<file path="config.mk">
export PLATFORM = sky130hd
export DESIGN_NAME = gpio_sideband_regs
export DESIGN_NICKNAME = d
export VERILOG_FILES = /design/src/rtl/gsb_pkg.sv /design/src/rtl/gsb_regfile.sv /design/src/rtl/gsb_strobe_dec.sv /design/src/rtl/gsb_clk_edge.sv /design/src/rtl/gsb_read_mux.sv /design/src/rtl/gpio_sideband_regs.sv
export SDC_FILE = /design/constraint.sdc
export NUM_CORES = 2
export LEC_CHECK = 0
export ABC_AREA = 1
export ABC_CLOCK_PERIOD_IN_PS = 2800
export BUFFER_PORTS_ARGS = -buffer_cell sky130_fd_sc_hd__buf_2
export CAP_MARGIN = 0
export CORE_MARGIN = 1
export CORE_UTILIZATION = 51
export CTS_BUF_LIST = sky130_fd_sc_hd__clkbuf_16
export DETAILED_ROUTE_END_ITERATION = 10
export HOLD_SLACK_MARGIN = 0.03
export PLACE_DENSITY = 0.66
export SETUP_SLACK_MARGIN = 0.02
export SLEW_MARGIN = 0
export SYNTH_ARGS = -nofsm -noshare
export SYNTH_HDL_FRONTEND = slang
export SYNTH_SLANG_ARGS = --single-unit
</file>
<file path="constraint.sdc">
create_clock -name clk -period 2.8 [get_ports clk]
set_clock_uncertainty 0.05 [all_clocks]
set_input_delay 0.42 -clock clk [delete_from_list [all_inputs] [get_ports clk]]
set_output_delay 0.42 -clock clk [all_outputs]
set_load 0.005 [all_outputs]
</file>
<file path="src/rtl/gsb_pkg.sv">
package gsb_pkg;

  // Word index layout of the two ports; the host software depends on it.
  localparam int unsigned PORT_A_BASE = 0;
  localparam int unsigned PORT_D_BASE = 16;
  localparam int unsigned OFS_DOUT    = 0;
  localparam int unsigned OFS_DIN     = 1;
  localparam int unsigned OFS_OE      = 2;

  typedef struct packed {
    logic addr_latch;
    logic cmd_latch;
    logic chip_en;
  } nand_ctl_t;

  typedef struct packed {
    logic valid;
    logic level;
    logic data;
  } sens_evt_t;

endpackage

</file>
<file path="src/rtl/gsb_regfile.sv">
module gsb_regfile #(
  parameter int unsigned DATA_W    = 32,
  parameter int unsigned NUM_WORDS = 23,
  parameter int unsigned IDX_W     = 5
) (
  input  logic                                clk,
  input  logic                                rst,
  input  logic                                wr_en,
  input  logic [IDX_W-1:0]                    wr_idx,
  input  logic [DATA_W-1:0]                   wr_data,
  output logic [NUM_WORDS-1:0][DATA_W-1:0]    regs_q
);

  for (genvar g = 0; g < NUM_WORDS; g++) begin : g_word
    logic [DATA_W-1:0] word_q;

    always_ff @(posedge clk) begin
      if (rst) begin
        word_q <= '0;
      end else if (wr_en && (wr_idx == IDX_W'(g))) begin
        word_q <= wr_data;
      end
    end

    assign regs_q[g] = word_q;
  end

endmodule

</file>
<file path="src/rtl/gsb_strobe_dec.sv">
module gsb_strobe_dec
  import gsb_pkg::*;
#(
  parameter int unsigned DATA_W   = 32,
  parameter int unsigned ALE_BIT  = 6,
  parameter int unsigned CLE_BIT  = 5,
  parameter int unsigned CEN_BIT  = 4
) (
  input  logic [DATA_W-1:0] pa_word,
  output nand_ctl_t         ctl
);

  // The remaining bits stay ordinary GPIO data.
  logic unused_pa_bits;
  assign unused_pa_bits = ^pa_word;

  always_comb begin
    ctl.addr_latch = pa_word[ALE_BIT];
    ctl.cmd_latch  = pa_word[CLE_BIT];
    ctl.chip_en    = pa_word[CEN_BIT];
  end

endmodule

</file>
<file path="src/rtl/gsb_clk_edge.sv">
module gsb_clk_edge
  import gsb_pkg::*;
(
  input  logic      clk,
  input  logic      rst,
  input  logic      wr_fire,
  input  logic      new_clk,
  input  logic      new_dat,
  input  logic      old_clk,
  output sens_evt_t evt
);

  sens_evt_t evt_q;

  always_ff @(posedge clk) begin
    if (rst) begin
      evt_q <= '0;
    end else begin
      evt_q.valid <= wr_fire && (new_clk != old_clk);
      if (wr_fire) begin
        evt_q.level <= new_clk;
        evt_q.data  <= new_dat;
      end
    end
  end

  assign evt = evt_q;

endmodule

</file>
<file path="src/rtl/gsb_read_mux.sv">
module gsb_read_mux
  import gsb_pkg::*;
#(
  parameter int unsigned DATA_W    = 32,
  parameter int unsigned NUM_WORDS = 23,
  parameter int unsigned IDX_W     = 5,
  parameter int unsigned RDY_BIT   = 7,
  parameter int unsigned SDO_BIT   = 4
) (
  input  logic [NUM_WORDS-1:0][DATA_W-1:0] regs,
  input  logic [IDX_W-1:0]                 idx,
  input  logic                             nand_rdy,
  input  logic                             sens_sdo,
  output logic [DATA_W-1:0]                rd_word
);

  localparam logic [IDX_W-1:0] PA_DIN_IDX = IDX_W'(PORT_A_BASE + OFS_DIN);
  localparam logic [IDX_W-1:0] PD_DIN_IDX = IDX_W'(PORT_D_BASE + OFS_DIN);

  logic [DATA_W-1:0] pa_view;
  logic [DATA_W-1:0] pd_view;

  assign pa_view = (regs[PORT_A_BASE + OFS_DOUT] & regs[PORT_A_BASE + OFS_OE])
                 | (DATA_W'(nand_rdy) << RDY_BIT);
  assign pd_view = (regs[PORT_D_BASE + OFS_DOUT] & regs[PORT_D_BASE + OFS_OE])
                 | (DATA_W'(sens_sdo) << SDO_BIT);

  always_comb begin
    rd_word = '0;
    for (int i = 0; i < NUM_WORDS; i++) begin
      if (idx == IDX_W'(i)) rd_word = regs[i];
    end
    if (idx == PA_DIN_IDX) rd_word = pa_view;
    if (idx == PD_DIN_IDX) rd_word = pd_view;
  end

endmodule

</file>
<file path="src/rtl/gpio_sideband_regs.sv">
module gpio_sideband_regs
  import gsb_pkg::*;
#(
  parameter int unsigned DATA_W    = 32,
  parameter int unsigned ADDR_W    = 7,
  parameter int unsigned NUM_WORDS = 23,
  parameter int unsigned ALE_BIT   = 6,
  parameter int unsigned CLE_BIT   = 5,
  parameter int unsigned CEN_BIT   = 4,
  parameter int unsigned RDY_BIT   = 7,
  parameter int unsigned SCLK_BIT  = 1,
  parameter int unsigned SDAT_BIT  = 4,
  parameter int unsigned SDO_BIT   = 4
) (
  input  logic              clk,
  input  logic              rst,
  input  logic              bus_req,
  input  logic              bus_we,
  input  logic [ADDR_W-1:0] bus_addr,
  input  logic [DATA_W-1:0] bus_wdata,
  output logic [DATA_W-1:0] bus_rdata,
  output logic              bus_rvalid,
  input  logic              nand_rdy,
  input  logic              sens_sdo,
  output logic              nand_addr_latch,
  output logic              nand_cmd_latch,
  output logic              nand_chip_en,
  output logic              sens_evt_valid,
  output logic              sens_evt_clk,
  output logic              sens_evt_data
);

  localparam int unsigned IDX_W = ADDR_W - 2;
  localparam logic [IDX_W:0]   WIN_LIM     = (IDX_W+1)'(NUM_WORDS);
  localparam logic [IDX_W-1:0] PA_DOUT_IDX = IDX_W'(PORT_A_BASE + OFS_DOUT);
  localparam logic [IDX_W-1:0] PD_DOUT_IDX = IDX_W'(PORT_D_BASE + OFS_DOUT);

  logic [IDX_W-1:0] idx;
  logic             in_win;
  logic             wr_en;
  logic             rd_fire;
  logic             unused_byte_ofs;

  assign idx             = bus_addr[ADDR_W-1:2];
  assign unused_byte_ofs = ^bus_addr[1:0];
  assign in_win          = ({1'b0, idx} < WIN_LIM);
  assign wr_en           = bus_req && bus_we && in_win;
  assign rd_fire         = bus_req && !bus_we;

  logic [NUM_WORDS-1:0][DATA_W-1:0] regs_q;

  gsb_regfile #(
    .DATA_W    (DATA_W),
    .NUM_WORDS (NUM_WORDS),
    .IDX_W     (IDX_W)
  ) i_regfile (
    .clk     (clk),
    .rst     (rst),
    .wr_en   (wr_en),
    .wr_idx  (idx),
    .wr_data (bus_wdata),
    .regs_q  (regs_q)
  );

  // Port A data-out to NAND control strobes
  nand_ctl_t nand_ctl;

  gsb_strobe_dec #(
    .DATA_W  (DATA_W),
    .ALE_BIT (ALE_BIT),
    .CLE_BIT (CLE_BIT),
    .CEN_BIT (CEN_BIT)
  ) i_strobe_dec (
    .pa_word (regs_q[PORT_A_BASE + OFS_DOUT]),
    .ctl     (nand_ctl)
  );

  assign nand_addr_latch = nand_ctl.addr_latch;
  assign nand_cmd_latch  = nand_ctl.cmd_latch;
  assign nand_chip_en    = nand_ctl.chip_en;

  // Port D data-out to serial clock edge events
  logic      pd_wr;
  sens_evt_t evt;

  assign pd_wr = wr_en && (idx == PD_DOUT_IDX);

  gsb_clk_edge i_clk_edge (
    .clk     (clk),
    .rst     (rst),
    .wr_fire (pd_wr),
    .new_clk (bus_wdata[SCLK_BIT]),
    .new_dat (bus_wdata[SDAT_BIT]),
    .old_clk (regs_q[PORT_D_BASE + OFS_DOUT][SCLK_BIT]),
    .evt     (evt)
  );

  assign sens_evt_valid = evt.valid;
  assign sens_evt_clk   = evt.level;
  assign sens_evt_data  = evt.data;

  // Read response path
  logic [DATA_W-1:0] rd_word;

  gsb_read_mux #(
    .DATA_W    (DATA_W),
    .NUM_WORDS (NUM_WORDS),
    .IDX_W     (IDX_W),
    .RDY_BIT   (RDY_BIT),
    .SDO_BIT   (SDO_BIT)
  ) i_read_mux (
    .regs     (regs_q),
    .idx      (idx),
    .nand_rdy (nand_rdy),
    .sens_sdo (sens_sdo),
    .rd_word  (rd_word)
  );

  logic [DATA_W-1:0] rdata_q;
  logic              rvalid_q;

  always_ff @(posedge clk) begin
    if (rst) begin
      rdata_q  <= '0;
      rvalid_q <= 1'b0;
    end else begin
      rvalid_q <= rd_fire;
      if (rd_fire) rdata_q <= rd_word;
    end
  end

  assign bus_rdata  = rdata_q;
  assign bus_rvalid = rvalid_q;


  strobe_hold_chk: assert property (@(posedge clk) disable iff (rst)
    !(wr_en && idx == PA_DOUT_IDX) |=>
      $stable({nand_addr_latch, nand_cmd_latch, nand_chip_en}));


  evt_level_chk: assert property (@(posedge clk) disable iff (rst)
    sens_evt_valid |-> sens_evt_clk == regs_q[PORT_D_BASE + OFS_DOUT][SCLK_BIT]);


  evt_toggle_chk: assert property (@(posedge clk) disable iff (rst)
    (pd_wr && bus_wdata[SCLK_BIT] != regs_q[PORT_D_BASE + OFS_DOUT][SCLK_BIT])
      |=> sens_evt_valid);


  evt_alternate_chk: assert property (@(posedge clk) disable iff (rst)
    sens_evt_valid |=> !sens_evt_valid || (sens_evt_clk != $past(sens_evt_clk)));


  rd_resp_chk: assert property (@(posedge clk) disable iff (rst)
    rd_fire |=> bus_rvalid);


  rd_idle_chk: assert property (@(posedge clk) disable iff (rst)
    !rd_fire |=> !bus_rvalid);

endmodule

</file>
# --- Yosys cells after proc, flatten, opt, wreduce, memory -nomap -nowiden ---
# Cells that the tools add are included.
word_totals:
  reg_bits: 708
  input_bits: 45
  out_inout_bits: 39
  wordCells: 104
op_classes:
  order_cmp: 1
  n_eq_ne: 23
  muxes: 23
  bitwise_logic: 4
  reduce_logical: 27
ops:
  columns: ["op", "count"]
  rows:
  - ["$mux W32", 23]
  - ["$and A32 B32 Y32", 2]
  - ["$eq A5 B4 Y1 const B", 8]
  - ["$eq A5 B5 Y1 const B", 7]
  - ["$or A32 B5 Y32", 1]
  - ["$or A32 B8 Y32", 1]
  - ["$logic_and A1 B1 Y1", 25]
  - ["$eq A5 B3 Y1 const B", 4]
  - ["$eq A5 B2 Y1 const B", 2]
  - ["$eq A5 B1 Y1 const B", 1]
  - ["$logic_not A5 Y1", 1]
  - ["$lt A5 B5 Y1 const B", 1]
  - ["$logic_not A1 Y1", 1]
  - ["$ne A1 B1 Y1", 1]

# --- Logic depth before layout (Yosys ltp) ---
logic_depth:
  word_depth: 24
  ltp_mapped: 20
  ltp_nobuf: 20

# --- Modules after synthesis ---
# Synthesis repeated with hierarchy kept, for this count alone.
unflattened:
  hier_cells: 6740
  hier_area_um2: 39694.3
by_module_without_submodules:
  columns: ["module", "instances", "cells_per_inst", "area_per_inst_um2", "seq_area_each_um2"]
  rows:
  - ["gsb_regfile", 1, 5110, 31966.9, 14734.1]
  - ["gsb_read_mux", 1, 1457, 6348.6, 0.0]
  - ["gpio_sideband_regs", 1, 155, 1247.4, 660.6]
  - ["gsb_clk_edge", 1, 15, 108.9, 60.1]
  - ["gsb_strobe_dec", 1, 3, 22.5, 0.0]

# --- Least setup slack after synthesis ---
# Ideal clock, no wire load.
synth_path:
  path_type: "in2reg"
  from: "input bus_addr[5]"
  to: "register rdata_q[17] (netlist: bus_rdata[17])"
  setup_time_ps: 109
  arrival_ps: 1914
  t_required_ps: 2641
  path_slack_ps: 727
  path_stages: 13
  n_path_buf: 1
  path_cell_list: "nor2_2 inv_2 nor2_1 inv_1 nor2_1 clkbuf_1 nand2_1 nand2_1 nand4_1 nand2_1 nand3_1 nand2_1 inv_1"
synth_via:
  elab_chain_len: 24
  word_cells_on_any_way: 46
  classes_between: "eq/ne: 22; mux: 23; reduce/logical: 1"
synth_lines:
  columns: ["item", "line", "source"]
  rows:
  - ["start: declaration", "gpio_sideband_regs.sv:19", "input logic [ADDR_W-1:0] bus_addr,"]
  - ["$logic_not A5 Y1", "gsb_read_mux.sv:31", "if (idx == IDX_W'(i)) rd_word = regs[i];"]
  - ["$mux W32 (21 in series)", "gsb_read_mux.sv:31", null]
  - ["$mux W32", "gsb_read_mux.sv:33", "if (idx == PA_DIN_IDX) rd_word = pa_view;"]
  - ["$mux W32 (*)", "gsb_read_mux.sv:34", "if (idx == PD_DIN_IDX) rd_word = pd_view;"]
  - ["end signal: assignment", "gpio_sideband_regs.sv:128", "if (rd_fire) rdata_q <= rd_word;"]
  - ["end: declaration", "gpio_sideband_regs.sv:119", "logic [DATA_W-1:0] rdata_q;"]
# Mark *: on every way between the ends. The rest lies on a longest branch, timed or not.
# A chain may end at the register's enable or synchronous reset.

# --- Final worst setup path ---
layout_path:
  from: "input bus_addr[2]"
  to: "register rdata_q[21] (netlist: bus_rdata[21])"
# The elaborated chain is that of the path after synthesis.

==> flow_summary.html <==
<table>
<tr><th>Metric</th><th>Value</th></tr>
<tr><th colspan="2">Run status</th></tr>
<tr><td>Result of the run</td><td>finished clean</td></tr>
<tr><th colspan="2">Global routing</th></tr>
<tr><td>Antenna violations before repair</td><td>5</td></tr>
<tr><td>Total overflow reported by the global router</td><td>0</td></tr>
<tr><td>Pin count of the biggest net entering global routing</td><td>166</td></tr>
<tr><td>Via count of the first global-routing pass</td><td>27.95k</td></tr>
<tr><td>Wire length of the first global-routing pass</td><td>173.3 mm</td></tr>
<tr><td>All-Layer GR Usage</td><td>37.45%</td></tr>
<tr><th colspan="2">Critical path</th></tr>
<tr><td>Endpoint arrival time on the critical path</td><td>3.20 ns</td></tr>
<tr><td>Chain of cells forming the critical path</td><td>buf_2 &gt; buf_4 &gt; nand2_1 &gt; nor2_4 &gt; nand2_1 &gt; buf_12 &gt; buf_4 &gt; o21ai_0 &gt; inv_1 &gt; nand4_1 &gt; nand2_1 &gt; nand4_1 &gt; nor2_1 &gt; nand4_1 &gt; buf_4 &gt; nor2_1 &gt; nand4_1 &gt; nor2_1 &gt; nand4_1 &gt; nand2_1 &gt; inv_1</td></tr>
<tr><td>Max stage delay cell, worst path</td><td>sky130_fd_sc_hd__nand4_1</td></tr>
<tr><td>Critical path endpoint category</td><td>register</td></tr>
<tr><td>Top cell by count, worst path</td><td>sky130_fd_sc_hd__nand4_1</td></tr>
<tr><td>Biggest fanout along the worst timing path</td><td>13</td></tr>
<tr><td>Critical path launch point type</td><td>primary input</td></tr>
<tr><td>Gate family responsible for the most delay along the worst path</td><td>simple AND/OR/NAND/NOR gates</td></tr>
<tr><td>Critical path class</td><td>primary input to register</td></tr>
<tr><td>Critical Path RT</td><td>3.27 ns</td></tr>
<tr><td>Critical path buffer and inverter count</td><td>7</td></tr>
<tr><td>Max incr delay on CP</td><td>0.30 ns</td></tr>
<tr><th colspan="2">Placement</th></tr>
<tr><td>Number of buffers added on ports</td><td>81</td></tr>
<tr><td># placed instances</td><td>5,250</td></tr>
<tr><td>Final Wtd Congestion</td><td>0.9516</td></tr>
<tr><td>DP HPWL</td><td>76.25 mm</td></tr>
<tr><th colspan="2">Synth</th></tr>
<tr><td>Proportion of register bits with asynchronous set or reset after synthesis</td><td>0%</td></tr>
<tr><td>Syn_area_per_cell</td><td>6.850 um2</td></tr>
<tr><td>Most common cell in the netlist</td><td>sky130_fd_sc_hd__nand2_1</td></tr>
<tr><td>Post-Synthesis Cells</td><td>4,500</td></tr>
<tr><td>Post-synth top flop</td><td>sky130_fd_sc_hd__dfxtp_1</td></tr>
<tr><td>Net count of the mapped netlist</td><td>4,545</td></tr>
<tr><td>EDFF count, synth</td><td>0</td></tr>
<tr><td>Post-synthesis cell area</td><td>30,830 um2</td></tr>
<tr><td>Distinct cells, synth</td><td>22</td></tr>
<tr><td>Cell types with the highest counts after synthesis</td><td>sky130_fd_sc_hd__nand2_1, sky130_fd_sc_hd__dfxtp_1, sky130_fd_sc_hd__a21oi_1</td></tr>
<tr><td>Leading post-synthesis cells by cell area</td><td>sky130_fd_sc_hd__dfxtp_1, sky130_fd_sc_hd__nand2_1, sky130_fd_sc_hd__a21oi_1, sky130_fd_sc_hd__nand3_1, sky130_fd_sc_hd__o21ai_0</td></tr>
<tr><td>Warnings from Yosys</td><td>0</td></tr>
<tr><td>Yosys top cell by area</td><td>sky130_fd_sc_hd__dfxtp_1</td></tr>
<tr><td>Number of register bits inferred by synthesis</td><td>706</td></tr>
<tr><td>Fraction of the yosys area taken by sequential cells</td><td>45.85%</td></tr>
<tr><td>Share of Yosys cell area claimed by the top area cell type</td><td>45.85%</td></tr>
<tr><th colspan="2">Pwr</th></tr>
<tr><td>Leakage power figure</td><td>0.01263 uW</td></tr>
<tr><td>Power density normalized to cell area</td><td>580.5 nW/um2</td></tr>
<tr><td>Tot Pwr</td><td>20,760 uW</td></tr>
<tr><td>Peak VDD IR</td><td>0.5272 mV</td></tr>
<tr><th colspan="2">Finish</th></tr>
<tr><td>Share of final-layout standard cells stronger than drive strength 1</td><td>11.24%</td></tr>
<tr><td>Core Util, Final</td><td>60.25%</td></tr>
<tr><td>Net count, final</td><td>4,600</td></tr>
<tr><td>Area added between synthesis and finish</td><td>16.00%</td></tr>
<tr><td>Final cell count without fillers</td><td>5,386</td></tr>
<tr><th colspan="2">Clock tree</th></tr>
<tr><td>Clock input transition at the sequential cells of the worst setup and hold paths</td><td>0.06 ns</td></tr>
<tr><td>Clock latency on the worst-skew pair</td><td>0.63 ns</td></tr>
<tr><td>Count of clock tree sinks</td><td>706</td></tr>
<tr><td>Post-CTS setup buffer count</td><td>0</td></tr>
<tr><td>Total CTS buffers</td><td>76</td></tr>
<tr><td>Max Buffers Root-to-Sink</td><td>3</td></tr>
<tr><td>H-Tree Level Count</td><td>3</td></tr>
<tr><td>Clock tree from TritonCTS</td><td>yes</td></tr>
<tr><td>Cell at the root of the clock tree</td><td>sky130_fd_sc_hd__clkbuf_16</td></tr>
<tr><th colspan="2">Route</th></tr>
<tr><td>Met3 wire length</td><td>12.66 mm</td></tr>
<tr><td>Final routed wirelength across all metal layers</td><td>116.7 mm</td></tr>
<tr><td>Antenna Violating Nets Remaining</td><td>0</td></tr>
<tr><td>Total via count after detailed routing</td><td>31.36k</td></tr>
<tr><td>Initial DRC count</td><td>4,140</td></tr>
<tr><td>Via-to-Cell Ratio</td><td>5.823</td></tr>
<tr><td>WL met2</td><td>49.67 mm</td></tr>
<tr><td>Number of detailed-routing iterations run before antenna repair</td><td>6</td></tr>
<tr><td>Top routing layer in use</td><td>met5</td></tr>
<tr><td>Detail-routed net length per standard cell</td><td>21.66 um</td></tr>
<tr><td>DRC errors left</td><td>0</td></tr>
<tr><td>Wire length on met1</td><td>47.96 mm</td></tr>
<tr><th colspan="2">STA</th></tr>
<tr><td>Achievable Freq</td><td>366.3 MHz</td></tr>
<tr><td>Slew at the pin closest to its max-slew limit</td><td>1.078 ns</td></tr>
<tr><td>Setup violations, final</td><td>0</td></tr>
<tr><td>Number of endpoints with negative hold slack in the final report</td><td>0</td></tr>
<tr><td>Pins over their slew limit</td><td>0</td></tr>
<tr><td>Final period util</td><td>97.50%</td></tr>
<tr><td>Worst slew slack as a fraction of its limit</td><td>28.16%</td></tr>
<tr><td>Setup repair after global routing missed its margin</td><td>yes</td></tr>
<tr><td>Final period demand of the worst path</td><td>2.730 ns</td></tr>
<tr><th colspan="2">Floorplanning</th></tr>
<tr><td>Die Height</td><td>247.9 um</td></tr>
<tr><td>Placeable core region</td><td>59,350 um2</td></tr>
<tr><td>Horizontal extent of the die</td><td>247.9 um</td></tr>
<tr><td>Full die area</td><td>61,430 um2</td></tr>
<tr><td>Top Ports</td><td>84</td></tr>
<tr><td>Starting density of the core</td><td>51.94%</td></tr>
<tr><td>Cell Rows</td><td>89</td></tr>
<tr><th colspan="2">Hold path</th></tr>
<tr><td>Type of the tightest min-delay check</td><td>primary input to register</td></tr>
<tr><th colspan="2">Run</th></tr>
<tr><td>Max Cap Violations</td><td>0</td></tr>
</table>
==> sequential cells by signal, indices dropped and copies added (netlist names) <==
register / count
i_clk_edge.evt: 1
i_regfile.g_word.word_q: 672
bus_rdata: 32
bus_rvalid: 1
==> layout by cell type, fill, tap and decap left out <==
cell type,count
sky130_fd_sc_hd__clkinv_4,1
sky130_fd_sc_hd__buf_2,80
sky130_fd_sc_hd__a21oi_1,673
sky130_fd_sc_hd__a21oi_4,1
sky130_fd_sc_hd__buf_12,44
sky130_fd_sc_hd__buf_4,253
sky130_fd_sc_hd__inv_1,320
sky130_fd_sc_hd__nand3_1,536
sky130_fd_sc_hd__a31oi_1,18
sky130_fd_sc_hd__dfxtp_1,706
sky130_fd_sc_hd__diode_2,4
sky130_fd_sc_hd__a211oi_1,1
sky130_fd_sc_hd__buf_8,1
sky130_fd_sc_hd__inv_2,8
sky130_fd_sc_hd__nand4_1,149
sky130_fd_sc_hd__nor3_1,7
sky130_fd_sc_hd__o21ai_1,1
sky130_fd_sc_hd__nor2_1,314
sky130_fd_sc_hd__nand3_2,1
sky130_fd_sc_hd__o21bai_1,1
sky130_fd_sc_hd__nand2_2,5
sky130_fd_sc_hd__nand2_4,1
sky130_fd_sc_hd__nand2_1,1047
sky130_fd_sc_hd__clkinv_8,1
sky130_fd_sc_hd__clkinv_1,19
sky130_fd_sc_hd__nor2_4,14
sky130_fd_sc_hd__nor2_2,14
sky130_fd_sc_hd__o21ai_0,299
sky130_fd_sc_hd__clkbuf_16,78
sky130_fd_sc_hd__clkinv_2,10
sky130_fd_sc_hd__inv_6,6
==> worst paths after layout <==
path	start	to	slack (ns)	cells after the start
worst max register to register	i_regfile.g_word[0].word_q[25]$_SDFFE_PP0P_	bus_rdata[25]$_SDFFE_PP0P_	0.22	15
worst min-delay path	rst	i_regfile.g_word[10].word_q[13]$_SDFFE_PP0P_	0.08	2
worst min register to register	i_regfile.g_word[8].word_q[28]$_SDFFE_PP0P_	i_regfile.g_word[8].word_q[28]$_SDFFE_PP0P_	0.40	2
worst max-delay path	bus_addr[2]	bus_rdata[21]$_SDFFE_PP0P_	0.07	21
==> area by class of cell <==
type,instances,area [um2]
sequential,706,14130
tap,773,967.2
clock inverter,54,257.7
clock buffer,78,1952
antenna,4,10.01
multi-input combinational,3082,14070
inverter,311,1172
fill,5645,23600
timing repair buffer,378,3196
==> repair_timing <==
item	in CTS	in global routing
hold buffers	0	0
hold endpoints to repair	0	0
endpoints found under the setup margin	0	10
resized for setup	0	12
==> metrics by stage <==
step	hold slack, ns	setup TNS (ns)	cell area, um2	setup WS [ns]
6_report	0.08416	0	35760	0.06991
5_1_grt	0.07216	0	35750	0.004615
4_1_cts	0.06151	0	35710	0.1351
3_5_place_dp	0.3867	-10.55	33500	-0.5156
3_3_place_gp	0.3830	-9.616	33500	-0.4706
2_1_floorplan	0.3745	0	30830	0.7274
==> cell families after synthesis <==
family / count (synthesis) / synth area share [%]
AO/OA/AOI/OAI: 994 / 16.23
AND/OR/NAND/NOR: 2088 / 28.92
buffers and inverters: 712 / 9.002
flip-flops: 706 / 45.85
==> metal layers <==
layer / track usage, % / up-vias
met5: 0 / -
met4: 19.02 / 2
met3: 7.169 / 270
met2: 55.91 / 1638
met1: 51.31 / 14540
li1: - / 14910
==> power breakdown <==
group          leakage, uW  switching, uW  total (uW)  internal (uW)
registers          0.00569           50.2       10200          10100
clock network      0.00116           4230        9260           5030
logic              0.00577           1010        1340            327
Power figures use the tool's default switching activity.
